--- config.mk ---
export PLATFORM = sky130hd
export DESIGN_NAME = ufix_vec_to_float
export DESIGN_NICKNAME = d
export VERILOG_FILES = /design/src/rtl/vuf_pkg.sv /design/src/rtl/vuf_lane_cvt.sv /design/src/rtl/vuf_ctrl.sv /design/src/rtl/vuf_datapath.sv /design/src/rtl/ufix_vec_to_float.sv
export SDC_FILE = /design/constraint.sdc
export NUM_CORES = 1
export LEC_CHECK = 0
export ABC_CLOCK_PERIOD_IN_PS = 5700
export BUFFER_PORTS_ARGS = -buffer_cell sky130_fd_sc_hd__buf_2
export CAP_MARGIN = 0
export CORE_ASPECT_RATIO = 1.2
export CORE_MARGIN = 10
export CORE_UTILIZATION = 35
export DETAILED_ROUTE_END_ITERATION = 6
export GPL_TIMING_DRIVEN = 1
export PLACE_DENSITY = 0.65
export SETUP_SLACK_MARGIN = 0.4
export SYNTH_ARGS = -nofsm -noshare
export SYNTH_HDL_FRONTEND = slang
export SYNTH_SLANG_ARGS = --single-unit
--- constraint.sdc ---
create_clock -name clk -period 5.7 [get_ports clk]
set_clock_uncertainty 0.2 [all_clocks]
set_input_delay 1.14 -clock clk [delete_from_list [all_inputs] [get_ports clk]]
set_output_delay 1.14 -clock clk [all_outputs]
set_load 0.005 [all_outputs]
--- src/rtl/vuf_pkg.sv ---
package vuf_pkg;
  localparam int WORD_W   = 32;
  localparam int MANT_W   = 23;
  localparam int EXP_W    = 8;
  localparam int EXP_BIAS = 127;

  typedef struct packed {
    logic loadS1;
    logic loadS2;
  } ctrlStrobe_t;
endpackage

--- src/rtl/vuf_lane_cvt.sv ---
module vuf_lane_cvt
  import vuf_pkg::*;
#(
  parameter int SCALE_W = 5
) (
  input  logic [WORD_W-1:0]  fixIn,
  input  logic [SCALE_W-1:0] scale,
  output logic [WORD_W-1:0]  fltOut
);
  localparam int POS_W   = $clog2(WORD_W);
  localparam int GUARD_I = WORD_W - 2 - MANT_W;
  localparam int XW      = EXP_W + 1;

  logic [POS_W-1:0]  leadPos;
  logic              isZero;
  logic [WORD_W-1:0] normWord;
  logic [MANT_W-1:0] mantTrunc;
  logic              guardBit, stickyBit, roundUp;
  logic [MANT_W:0]   mantSum;
  logic [XW-1:0]     expVal;
  logic              unusedBits;

  // priority encoder: highest set bit wins
  always_comb begin
    leadPos = '0;
    for (int i = 0; i < WORD_W; i++) begin
      if (fixIn[i]) leadPos = POS_W'(i);
    end
  end

  assign isZero    = (fixIn == '0);
  assign normWord  = fixIn << (POS_W'(WORD_W - 1) - leadPos);
  assign mantTrunc = normWord[WORD_W-2 -: MANT_W];
  assign guardBit  = normWord[GUARD_I];
  assign stickyBit = |normWord[GUARD_I-1:0];
  assign roundUp   = guardBit & (stickyBit | normWord[GUARD_I+1]);
  assign mantSum   = {1'b0, mantTrunc} + (MANT_W+1)'(roundUp);
  assign expVal    = XW'(EXP_BIAS) + XW'(leadPos) - XW'(scale) + XW'(mantSum[MANT_W]);
  assign fltOut    = isZero ? '0 : {1'b0, expVal[EXP_W-1:0], mantSum[MANT_W-1:0]};
  assign unusedBits = normWord[WORD_W-1] ^ expVal[XW-1];
endmodule

--- src/rtl/vuf_ctrl.sv ---
module vuf_ctrl
  import vuf_pkg::*;
(
  input  logic        clk,
  input  logic        rst_n,
  input  logic        inValid,
  input  logic        outReady,
  output logic        inReady,
  output logic        outValid,
  output ctrlStrobe_t strobe
);
  logic s1Valid, s2Valid, advance;

  assign advance  = !s2Valid || outReady;
  assign inReady  = advance;
  assign outValid = s2Valid;
  assign strobe.loadS1 = advance & inValid;
  assign strobe.loadS2 = advance & s1Valid;

  always_ff @(posedge clk or negedge rst_n) begin
    if (!rst_n) begin
      s1Valid <= 1'b0;
      s2Valid <= 1'b0;
    end else if (advance) begin
      s1Valid <= inValid;
      s2Valid <= s1Valid;
    end
  end

  AST_ACCEPT_FILLS: assert property (@(posedge clk) disable iff (!rst_n)
    (inValid && inReady) |=> s1Valid);
  AST_FILL_TO_OUT: assert property (@(posedge clk) disable iff (!rst_n)
    (s1Valid && inReady) |=> outValid);
  AST_STALL_HOLD: assert property (@(posedge clk) disable iff (!rst_n)
    (outValid && !outReady) |=> outValid);
  AST_NO_TAKE_STALL: assert property (@(posedge clk) disable iff (!rst_n)
    (outValid && !outReady) |-> !inReady);
endmodule

--- src/rtl/vuf_datapath.sv ---
module vuf_datapath
  import vuf_pkg::*;
#(
  parameter int NUM_LANES = 4,
  parameter int SCALE_W   = 5,
  parameter int SCALE_LSB = 16
) (
  input  logic                        clk,
  input  logic                        rst_n,
  input  ctrlStrobe_t                 strobe,
  input  logic [NUM_LANES*WORD_W-1:0] inVec,
  input  logic [WORD_W-1:0]           instrWord,
  output logic [NUM_LANES*WORD_W-1:0] outVec
);
  localparam int VEC_W = NUM_LANES * WORD_W;

  logic [VEC_W-1:0]   vecS1;
  logic [SCALE_W-1:0] scaleS1;
  logic [VEC_W-1:0]   cvtVec;
  logic               unusedInstr;

  assign unusedInstr = ^instrWord;

  always_ff @(posedge clk or negedge rst_n) begin
    if (!rst_n) begin
      vecS1   <= '0;
      scaleS1 <= '0;
    end else if (strobe.loadS1) begin
      vecS1   <= inVec;
      scaleS1 <= instrWord[SCALE_LSB +: SCALE_W];
    end
  end

  // lane k sits at the top end: lane 0 = most significant word
  for (genvar k = 0; k < NUM_LANES; k++) begin : g_lane
    localparam int HI = VEC_W - 1 - k * WORD_W;

    vuf_lane_cvt #(.SCALE_W(SCALE_W)) cvt_i (
      .fixIn (vecS1[HI -: WORD_W]),
      .scale (scaleS1),
      .fltOut(cvtVec[HI -: WORD_W])
    );

    AST_SIGN_CLEAR: assert property (@(posedge clk) disable iff (!rst_n)
      !outVec[HI]);
    AST_ZERO_MAP: assert property (@(posedge clk) disable iff (!rst_n)
      (strobe.loadS2 && vecS1[HI -: WORD_W] == '0) |=> (outVec[HI -: WORD_W] == '0));
    AST_EXP_RANGE: assert property (@(posedge clk) disable iff (!rst_n)
      (strobe.loadS2 && vecS1[HI -: WORD_W] != '0) |=>
        (outVec[HI-1 -: EXP_W] >= 8'd96 && outVec[HI-1 -: EXP_W] <= 8'd159));
  end

  always_ff @(posedge clk or negedge rst_n) begin
    if (!rst_n) outVec <= '0;
    else if (strobe.loadS2) outVec <= cvtVec;
  end
endmodule

--- src/rtl/ufix_vec_to_float.sv ---
module ufix_vec_to_float
  import vuf_pkg::*;
#(
  parameter int NUM_LANES = 4,
  parameter int SCALE_W   = 5,
  parameter int SCALE_LSB = 16
) (
  input  logic                        clk,
  input  logic                        rst_n,
  input  logic                        inValid,
  output logic                        inReady,
  input  logic [NUM_LANES*WORD_W-1:0] inVec,
  input  logic [WORD_W-1:0]           instrWord,
  output logic                        outValid,
  input  logic                        outReady,
  output logic [NUM_LANES*WORD_W-1:0] outVec
);
  ctrlStrobe_t strobe;

  vuf_ctrl ctrl_i (
    .clk     (clk),
    .rst_n   (rst_n),
    .inValid (inValid),
    .outReady(outReady),
    .inReady (inReady),
    .outValid(outValid),
    .strobe  (strobe)
  );

  vuf_datapath #(
    .NUM_LANES(NUM_LANES),
    .SCALE_W  (SCALE_W),
    .SCALE_LSB(SCALE_LSB)
  ) dp_i (
    .clk      (clk),
    .rst_n    (rst_n),
    .strobe   (strobe),
    .inVec    (inVec),
    .instrWord(instrWord),
    .outVec   (outVec)
  );

  AST_DATA_HOLD: assert property (@(posedge clk) disable iff (!rst_n)
    (outValid && !outReady) |=> $stable(outVec));
endmodule

==> flow_metrics.py, run 1 <==
metrics = {
    "route": {
        "wire_per_inst_um": 23.6,
        "vias": 23600,
        "wl_um": 92100,
        "drcViolationCount": 0,
        "drtAntennaViolNets": 0,
        "drt-vias-per-instance": 6.04,
        "first_pass_iters": 6,
        "drtIter0Drc": 2146,
    },
    "global_route": {
        "grt_pass1_wl_um": 138000,
        "globalRouteMet1Util_pct": 29.7,
        "gr-usage-all-layers_pct": 23.9,
        "met3_usage_pct": 4.95,
        "overflow": 0,
        "gr-max-usage-layer": "met2",
        "antenna_found_initial": 0,
        "grtUsageMet2_pct": 39.4,
        "grt_max_degree": 104,
        "grt_pass1_vias": 22500,
    },
    "synth": {
        "yosysMostFrequentCell": "nand2_1",
        "muxShareOfSynthArea_pct": 13.1,
        "yosysWarnings": 0,
        "syn_area_um2": 21800,
        "synthXorXnorAreaFrac_pct": 3.49,
        "synth_cell_types": 111,
        "synth_adder_area_share_pct": 1.88,
        "synth-simple-area-share_pct": 20.7,
        "yosys-top-cells-area": "dfrtp_1, mux2_2, nand2_1, o21ai_0, mux2i_1",
        "synth_top_family_by_area": "compound AO/OA/AOI/OAI gates",
        "yosys-top-cells-count": "nand2_1, dfrtp_1, o21ai_0, nor2_1, mux2_2",
        "synth_seq_area_share_pct": 29.7,
        "synth_top_cell_area_share_pct": 29.7,
        "synth_compound_area_share_pct": 26.0,
        "synth_ff_type": "dfrtp_1",
        "ys_ff_latch": 259,
        "synth_edf_count": 0,
        "syn_inst": 2624,
        "synth-async-reset-ratio_pct": 100,
        "synth_top_area_cell": "dfrtp_1",
        "synth.avg_cell_area_um2": 8.32,
    },
    "place": {
        "place.gp.congestion": 1.01,
        "dp_cells": 3788,
        "place_hpwl_um": 69600,
        "portBuffers": 262,
        "pre_cts_slack_ns": 0.187,
    },
    "power": {
        "power_density_nw_per_um2": 403,
        "comb_power_share_pct": 56.3,
        "p_int_w": 0.00630,
        "ir_drop_mv": 0.256,
        "p_switching_w": 0.00507,
        "leakagePower_nw": 11.9,
        "p_sw_share_pct": 44.6,
        "p_clk_share_pct": 17.2,
        "seqPwrFrac_pct": 26.5,
    },
    "sta": {
        "timing.setup.tns_ns": 0,
        "drv_slew": 0,
        "rsz0062_at_grt": "no",
        "hold_viol": 0,
        "setup_violations": 0,
        "timing.final.crit_share_pct": 91.0,
        "worstMarginPinSlew_ns": 0.944,
        "min_period_ns": 5.18,
        "fmaxAchievable_ghz": 0.193,
        "worst_slack_ns": 0.515,
        "relSlewSlack_pct": 36.2,
    },
    "clocking": {
        "worstSkewPairLatency_ns": 0.59,
        "holdBufCountCts": 0,
        "cts_max_path_buffers": 3,
        "cts_buffers": 31,
        "cts.sinks": 259,
        "clk_pin_slew_ns": 0.06,
        "cts-htree-levels": 1,
        "cts_tree": "yes",
        "clockRootBuffer": "clkbuf_16",
    },
    "critical_path": {
        "critPathKind": "flop to flop",
        "r2r-start": "dp_i.vecS1[24]$_DFFE_PN0P_",
        "crit_cells": 22,
        "critPathLaunch": "dp_i.vecS1[24]$_DFFE_PN0P_",
        "start_kind": "flop",
        "timing.rr.end": "dp_i.outVec[30]$_DFFE_PN0P_",
        "critPathCaptureType": "flop",
        "ff2ff_path_depth": 22,
        "critPathMaxStageDelay_ns": 0.54,
        "endpoint": "dp_i.outVec[30]$_DFFE_PN0P_",
        "slowest_stage": "mux4_2",
        "required_ns": 5.93,
        "crit_chain": "nor3_1 -> a211oi_2 -> nor2_2 -> nand2_4 -> inv_2 -> buf_6 -> mux4_2 -> a221oi_2 -> nand3_1 -> or3b_4 -> nor3_4 -> buf_4 -> nand2_1 -> nor4b_4 -> fa_2 -> buf_4 -> a21o_1 -> a21o_1 -> a21o_1 -> a21oi_2 -> buf_4 -> o21ai_0",
        "path_buf_inv": 5,
        "critical-path-top-delay-family": "simple AND/OR/NAND/NOR gates",
        "crit_arrival_ns": 5.42,
        "cp_max_fo": 12,
        "r2r_slack_ns": 0.52,
    },
    "finish": {
        "area.growth.synth_to_final_pct": 29.4,
        "drive_gt1_share_pct": 34.7,
        "final_cell_count_no_fill": 3909,
        "finalNetCount": 3264,
        "diodes": 0,
    },
    "floorplan": {
        "fp.dieW_um": 248,
        "fp.dieArea_um2": 72800,
        "ios": 294,
        "core_area_um2": 61900,
        "die_h_um": 294,
        "num_rows": 100,
        "start_util_pct": 35.3,
    },
    "status": {
        "status": "finished clean",
    },
    "min_path": {
        "hp-class": "flop to flop",
    },
    "run": {
        "drv_cap": 0,
    },
}
## tightest hold or removal path, stage by stage (launching register included)
cell     delay, ns
dfrtp_1       0.34
nand2_1       0.05
o21ai_0       0.05
## power groups by stage
| stage | clock, W | sequential, W | combinational (W) |
|---|---|---|---|
| after global routing | 0.00210 | 0.00309 | 0.00692 |
| final | 0.00196 | 0.00301 | 0.00640 |
| after CTS | 0.00204 | 0.00299 | 0.00588 |
| after floorplan | 0 | 0.00283 | 0.00343 |
| after global placement | 0 | 0.00300 | 0.00581 |
| after detailed placement | 0 | 0.00301 | 0.00581 |
## worst min-delay path by stage
stage                                     start                           to  slack (ns)  cells past startpoint
finish              dp_i.outVec[71]$_DFFE_PN0P_  dp_i.outVec[71]$_DFFE_PN0P_        0.27                      2
global route                              rst_n   dp_i.vecS1[74]$_DFFE_PN0P_        0.30                      1
CTS                                       rst_n   dp_i.vecS1[65]$_DFFE_PN0P_        0.27                      1
detailed placement  dp_i.outVec[79]$_DFFE_PN0P_  dp_i.outVec[79]$_DFFE_PN0P_        0.27                      2
global placement    dp_i.outVec[71]$_DFFE_PN0P_  dp_i.outVec[71]$_DFFE_PN0P_        0.26                      2
floorplan            ctrl_i.s1Valid$_DFFE_PN0N_  ctrl_i.outValid$_DFFE_PN0N_        0.26                      2
## layout make-up
cell class / instances / area (um^2)
Fill cell: 6173 / 33700
Timing Repair Buffer: 598 / 4160
Tap cell: 816 / 1020
Inverter: 76 / 320
Sequential cell: 259 / 6510
Clock inverter: 11 / 91.3
Clock buffer: 43 / 901
Multi-Input combinational cell: 2106 / 15200
## routing by layer
layer / vias to the layer above / share of wire [%]
met2: 1147 / 47
met3: 285 / 8.4
met4: 0 / 5.0
met1: 11400 / 40
li1: 10800 / -
met5: - / 0
## through the flow
stage / instance area, um^2 / power (W) / util, % / hold slack, ns
4_1_cts: 26700 / 0.0109 / 43.1 / 0.266
6_report: 28200 / 0.0114 / 45.6 / 0.271
2_1_floorplan: 21800 / 0.00625 / - / 0.259
3_5_place_dp: 25600 / 0.00882 / 41.3 / 0.265
3_3_place_gp: 25600 / 0.00881 / 41.3 / 0.259
5_1_grt: 28200 / 0.0121 / 45.6 / 0.297
## what timing repair did
action	4_1_cts	5_1_grt
gates resized for setup	27	257
buffers inserted	5	55
pin swaps	1	49
gates cloned	0	7
endpoints found under the setup margin	15	27
## logic make-up (layout without fill, tap and decap cells)
group,count (synthesis),in the layout
AOI/OAI and AO/OA,821,821
xor gates and xnor gates,87,87
adders and majority gates,28,28
buffers and inverters,262,728
DFF,259,259
muxes,247,247
other,1,4
and+or+nand+nor,919,919
## cells in the final DEF (no fill, tap or decap), types with 24 or more instances in the layout
cell type and instances:
a31oi_1 32, a22o_1 42, nor3_1 51, o22ai_1 24
mux2_2 149, clkbuf_16 36, o211ai_1 56, o21ai_1 38
xnor2_1 52, buf_2 262, nor2_1 161, xor2_1 35
and2_1 27, buf_4 303, inv_1 56, o21ai_0 168
a21oi_1 113, nand2_1 283, nor2b_1 24, dfrtp_1 238
nand3_1 141, nand2b_1 24, a211oi_1 35, nand4_1 31
mux2i_1 63
## sequential cells by signal, summed over array words and instances, names as in the netlist
signal and flops:
dp_i.outVec 124, dp_i.scaleS1 5, ctrl_i.outValid 1, dp_i.vecS1 128, ctrl_i.s1Valid 1
(Power assumes the default switching activity.)
==> inputs of run 2 (changes only) <==
--- a/config.mk
+++ b/config.mk
@@ -7,10 +7,10 @@
 export LEC_CHECK = 0
 export ABC_CLOCK_PERIOD_IN_PS = 5700
 export BUFFER_PORTS_ARGS = -buffer_cell sky130_fd_sc_hd__buf_2
-export CAP_MARGIN = 0
+export CAP_MARGIN = 10
 export CORE_ASPECT_RATIO = 1.2
-export CORE_MARGIN = 10
 export CORE_UTILIZATION = 35
+export CTS_BUF_LIST = sky130_fd_sc_hd__clkbuf_16
 export DETAILED_ROUTE_END_ITERATION = 6
 export GPL_TIMING_DRIVEN = 1
 export PLACE_DENSITY = 0.65
==> run 2 against run 1 <==
Against the previous run: global-route usage rose by 2.9 points; first-iteration DRC count rose by 15%; worst hold slack improved by 0.00067 ns; sequential power rose by 2%; non-clock buffer count rose by 7; critical path type unchanged; sequential share of layout area rose by 0.11 points; highest routed layer unchanged; critical endpoint is now dp_i.outVec[27]$_DFFE_PN0P_; core utilization rose by 0.39 points; die area fell by 13%.
==> flow_metrics.py, run 2 (same netlist as run 1, synthesis figures left out) <==
metrics = {
    "finish": {
        "layout_commonest_cell": "buf_4",
        "top_regs": "dp_i.vecS1 (128), dp_i.outVec (124), dp_i.scaleS1 (5)",
        "finalNetCount": 3272,
        "max_flop_register": "dp_i.vecS1",
        "drive_gt1_share_pct": 34.3,
        "post-route-cell-area_um2": 28100,
        "diodes": 0,
        "mostFrequentLayoutCells": "buf_4, nand2_1, buf_2",
        "area.growth.synth_to_final_pct": 28.9,
        "largest_register_ffs": 128,
        "fin_util_pct": 46.0,
    },
    "critical_path": {
        "timing.rr.end": "dp_i.outVec[27]$_DFFE_PN0P_",
        "critPathLaunch": "dp_i.vecS1[8]$_DFFE_PN0P_",
        "start_kind": "flop",
        "critical-path-top-delay-family": "simple AND/OR/NAND/NOR gates",
        "critPathMaxStageDelay_ns": 0.56,
        "path_buf_inv": 4,
        "r2r_slack_ns": 0.53,
        "crit_cells": 22,
        "crit_chain": "or4_4 -> o211ai_1 -> a31oi_4 -> buf_12 -> mux2i_1 -> mux2_2 -> a21oi_1 -> and4_2 -> nand4_1 -> nor3_4 -> buf_6 -> nand2_4 -> nor4b_4 -> buf_4 -> fa_2 -> inv_2 -> fa_2 -> nor2b_1 -> o21ai_1 -> nand2b_1 -> xnor2_1 -> o21ai_1",
        "crit_arrival_ns": 5.43,
        "required_ns": 5.95,
        "cp_max_fo": 8,
        "critPathKind": "flop to flop",
        "r2r-start": "dp_i.vecS1[8]$_DFFE_PN0P_",
        "slowest_stage": "or4_4",
        "endpoint": "dp_i.outVec[27]$_DFFE_PN0P_",
        "critPathCaptureType": "flop",
        "ff2ff_path_depth": 22,
    },
    "route": {
        "drtIter0Drc": 2458,
        "first_pass_iters": 6,
        "drtAntennaViolNets": 0,
        "drcViolationCount": 0,
        "vias": 23600,
        "drt-vias-per-instance": 6.04,
        "wl_um": 88800,
        "wire_per_inst_um": 22.7,
    },
    "floorplan": {
        "ios": 294,
        "fp.dieW_um": 230,
        "die_h_um": 276,
        "start_util_pct": 35.7,
        "fp.dieArea_um2": 63400,
        "core_area_um2": 61200,
        "num_rows": 99,
    },
    "global_route": {
        "gr-max-usage-layer": "met2",
        "globalRouteMet1Util_pct": 34.8,
        "met3_usage_pct": 3.50,
        "antenna_found_initial": 0,
        "grt_pass1_vias": 22400,
        "grt_max_degree": 135,
        "grt_pass1_wl_um": 134000,
        "grtUsageMet2_pct": 45.3,
        "overflow": 0,
        "gr-usage-all-layers_pct": 26.8,
    },
    "clocking": {
        "holdBufCountCts": 0,
        "cts.sinks": 259,
        "clk_pin_slew_ns": 0.06,
        "cts-htree-levels": 1,
        "cts_buffers": 30,
        "cts_tree": "yes",
        "worstSkewPairLatency_ns": 0.59,
        "cts_max_path_buffers": 3,
        "clockRootBuffer": "clkbuf_16",
    },
    "sta": {
        "worst_slack_ns": 0.528,
        "fmaxAchievable_ghz": 0.193,
        "relSlewSlack_pct": 23.4,
        "worstMarginPinSlew_ns": 1.13,
        "whs_ns": 0.271,
        "min_period_ns": 5.17,
        "timing.setup.tns_ns": 0,
        "hold_viol": 0,
        "timing.final.crit_share_pct": 90.7,
        "rsz0062_at_grt": "yes",
        "setup_violations": 0,
        "drv_slew": 0,
    },
    "place": {
        "place_area_um2": 25600,
        "place.gp.congestion": 0.979,
        "pre_cts_slack_ns": -0.0262,
        "place_hpwl_um": 66700,
        "portBuffers": 262,
    },
    "power": {
        "power_density_nw_per_um2": 406,
        "leakagePower_nw": 11.9,
        "ir_drop_mv": 0.418,
    },
    "min_path": {
        "hp-class": "flop to flop",
    },
    "status": {
        "status": "finished clean",
    },
    "run": {
        "drv_cap": 0,
    },
}
## run 2: worst min-delay path, delay by kind of cell (launching register included)
kind            cells  cell delay [ns]
compound gates      1             0.05
simple gates        1             0.05
flops               1             0.34
## run 2: routing by layer
layer | vias to the layer above | wire length, um
li1 | 10800 | -
met1 | 11400 | 36800
met2 | 1150 | 42100
met3 | 264 | 6150
met4 | 0 | 3760
met5 | - | 0
## run 2: where the power goes
| group | leakage, nW | internal (W) | switching [W] |
|---|---|---|---|
| Sequential | 3.08 | 0.00242 | 0.000640 |
| Clock | 0.523 | 0.00129 | 0.000829 |
| Combinational | 8.32 | 0.00271 | 0.00353 |
## run 2: worst min path at each step
stage,start,end,slack [ns],depth (start not counted)
finish,dp_i.outVec[32]$_DFFE_PN0P_,dp_i.outVec[32]$_DFFE_PN0P_,0.27,2
global route,dp_i.outVec[74]$_DFFE_PN0P_,dp_i.outVec[74]$_DFFE_PN0P_,0.30,2
floorplan,ctrl_i.s1Valid$_DFFE_PN0N_,ctrl_i.outValid$_DFFE_PN0N_,0.26,2
global placement,dp_i.outVec[71]$_DFFE_PN0P_,dp_i.outVec[71]$_DFFE_PN0P_,0.26,2
CTS,dp_i.outVec[71]$_DFFE_PN0P_,dp_i.outVec[71]$_DFFE_PN0P_,0.28,2
detailed placement,dp_i.outVec[79]$_DFFE_PN0P_,dp_i.outVec[79]$_DFFE_PN0P_,0.26,2
## run 2: through the flow
step / cells / power, W
global route: 3911 / 0.0122
floorplan: 2627 / 0.00625
CTS: 3857 / 0.0111
finish: 3911 / 0.0114
global placement: 3789 / 0.00877
detailed placement: 3789 / 0.00878
## run 2: area by class of cell
class,instances,area [um^2]
fill,6195,33000
multi-input combinational,2106,15100
tap,808,1010
timing repair buffer,605,4090
clock inverter,24,298
clock buffer,31,776
sequential,259,6520
timing repair inverter,2,12.5
inverter,76,322
## run 2: what timing repair did
item	CTS	global route
cloned	0	3
resized for setup	47	206
endpoints found under the setup margin	17	26
buffers inserted	13	51
pin swaps	8	57
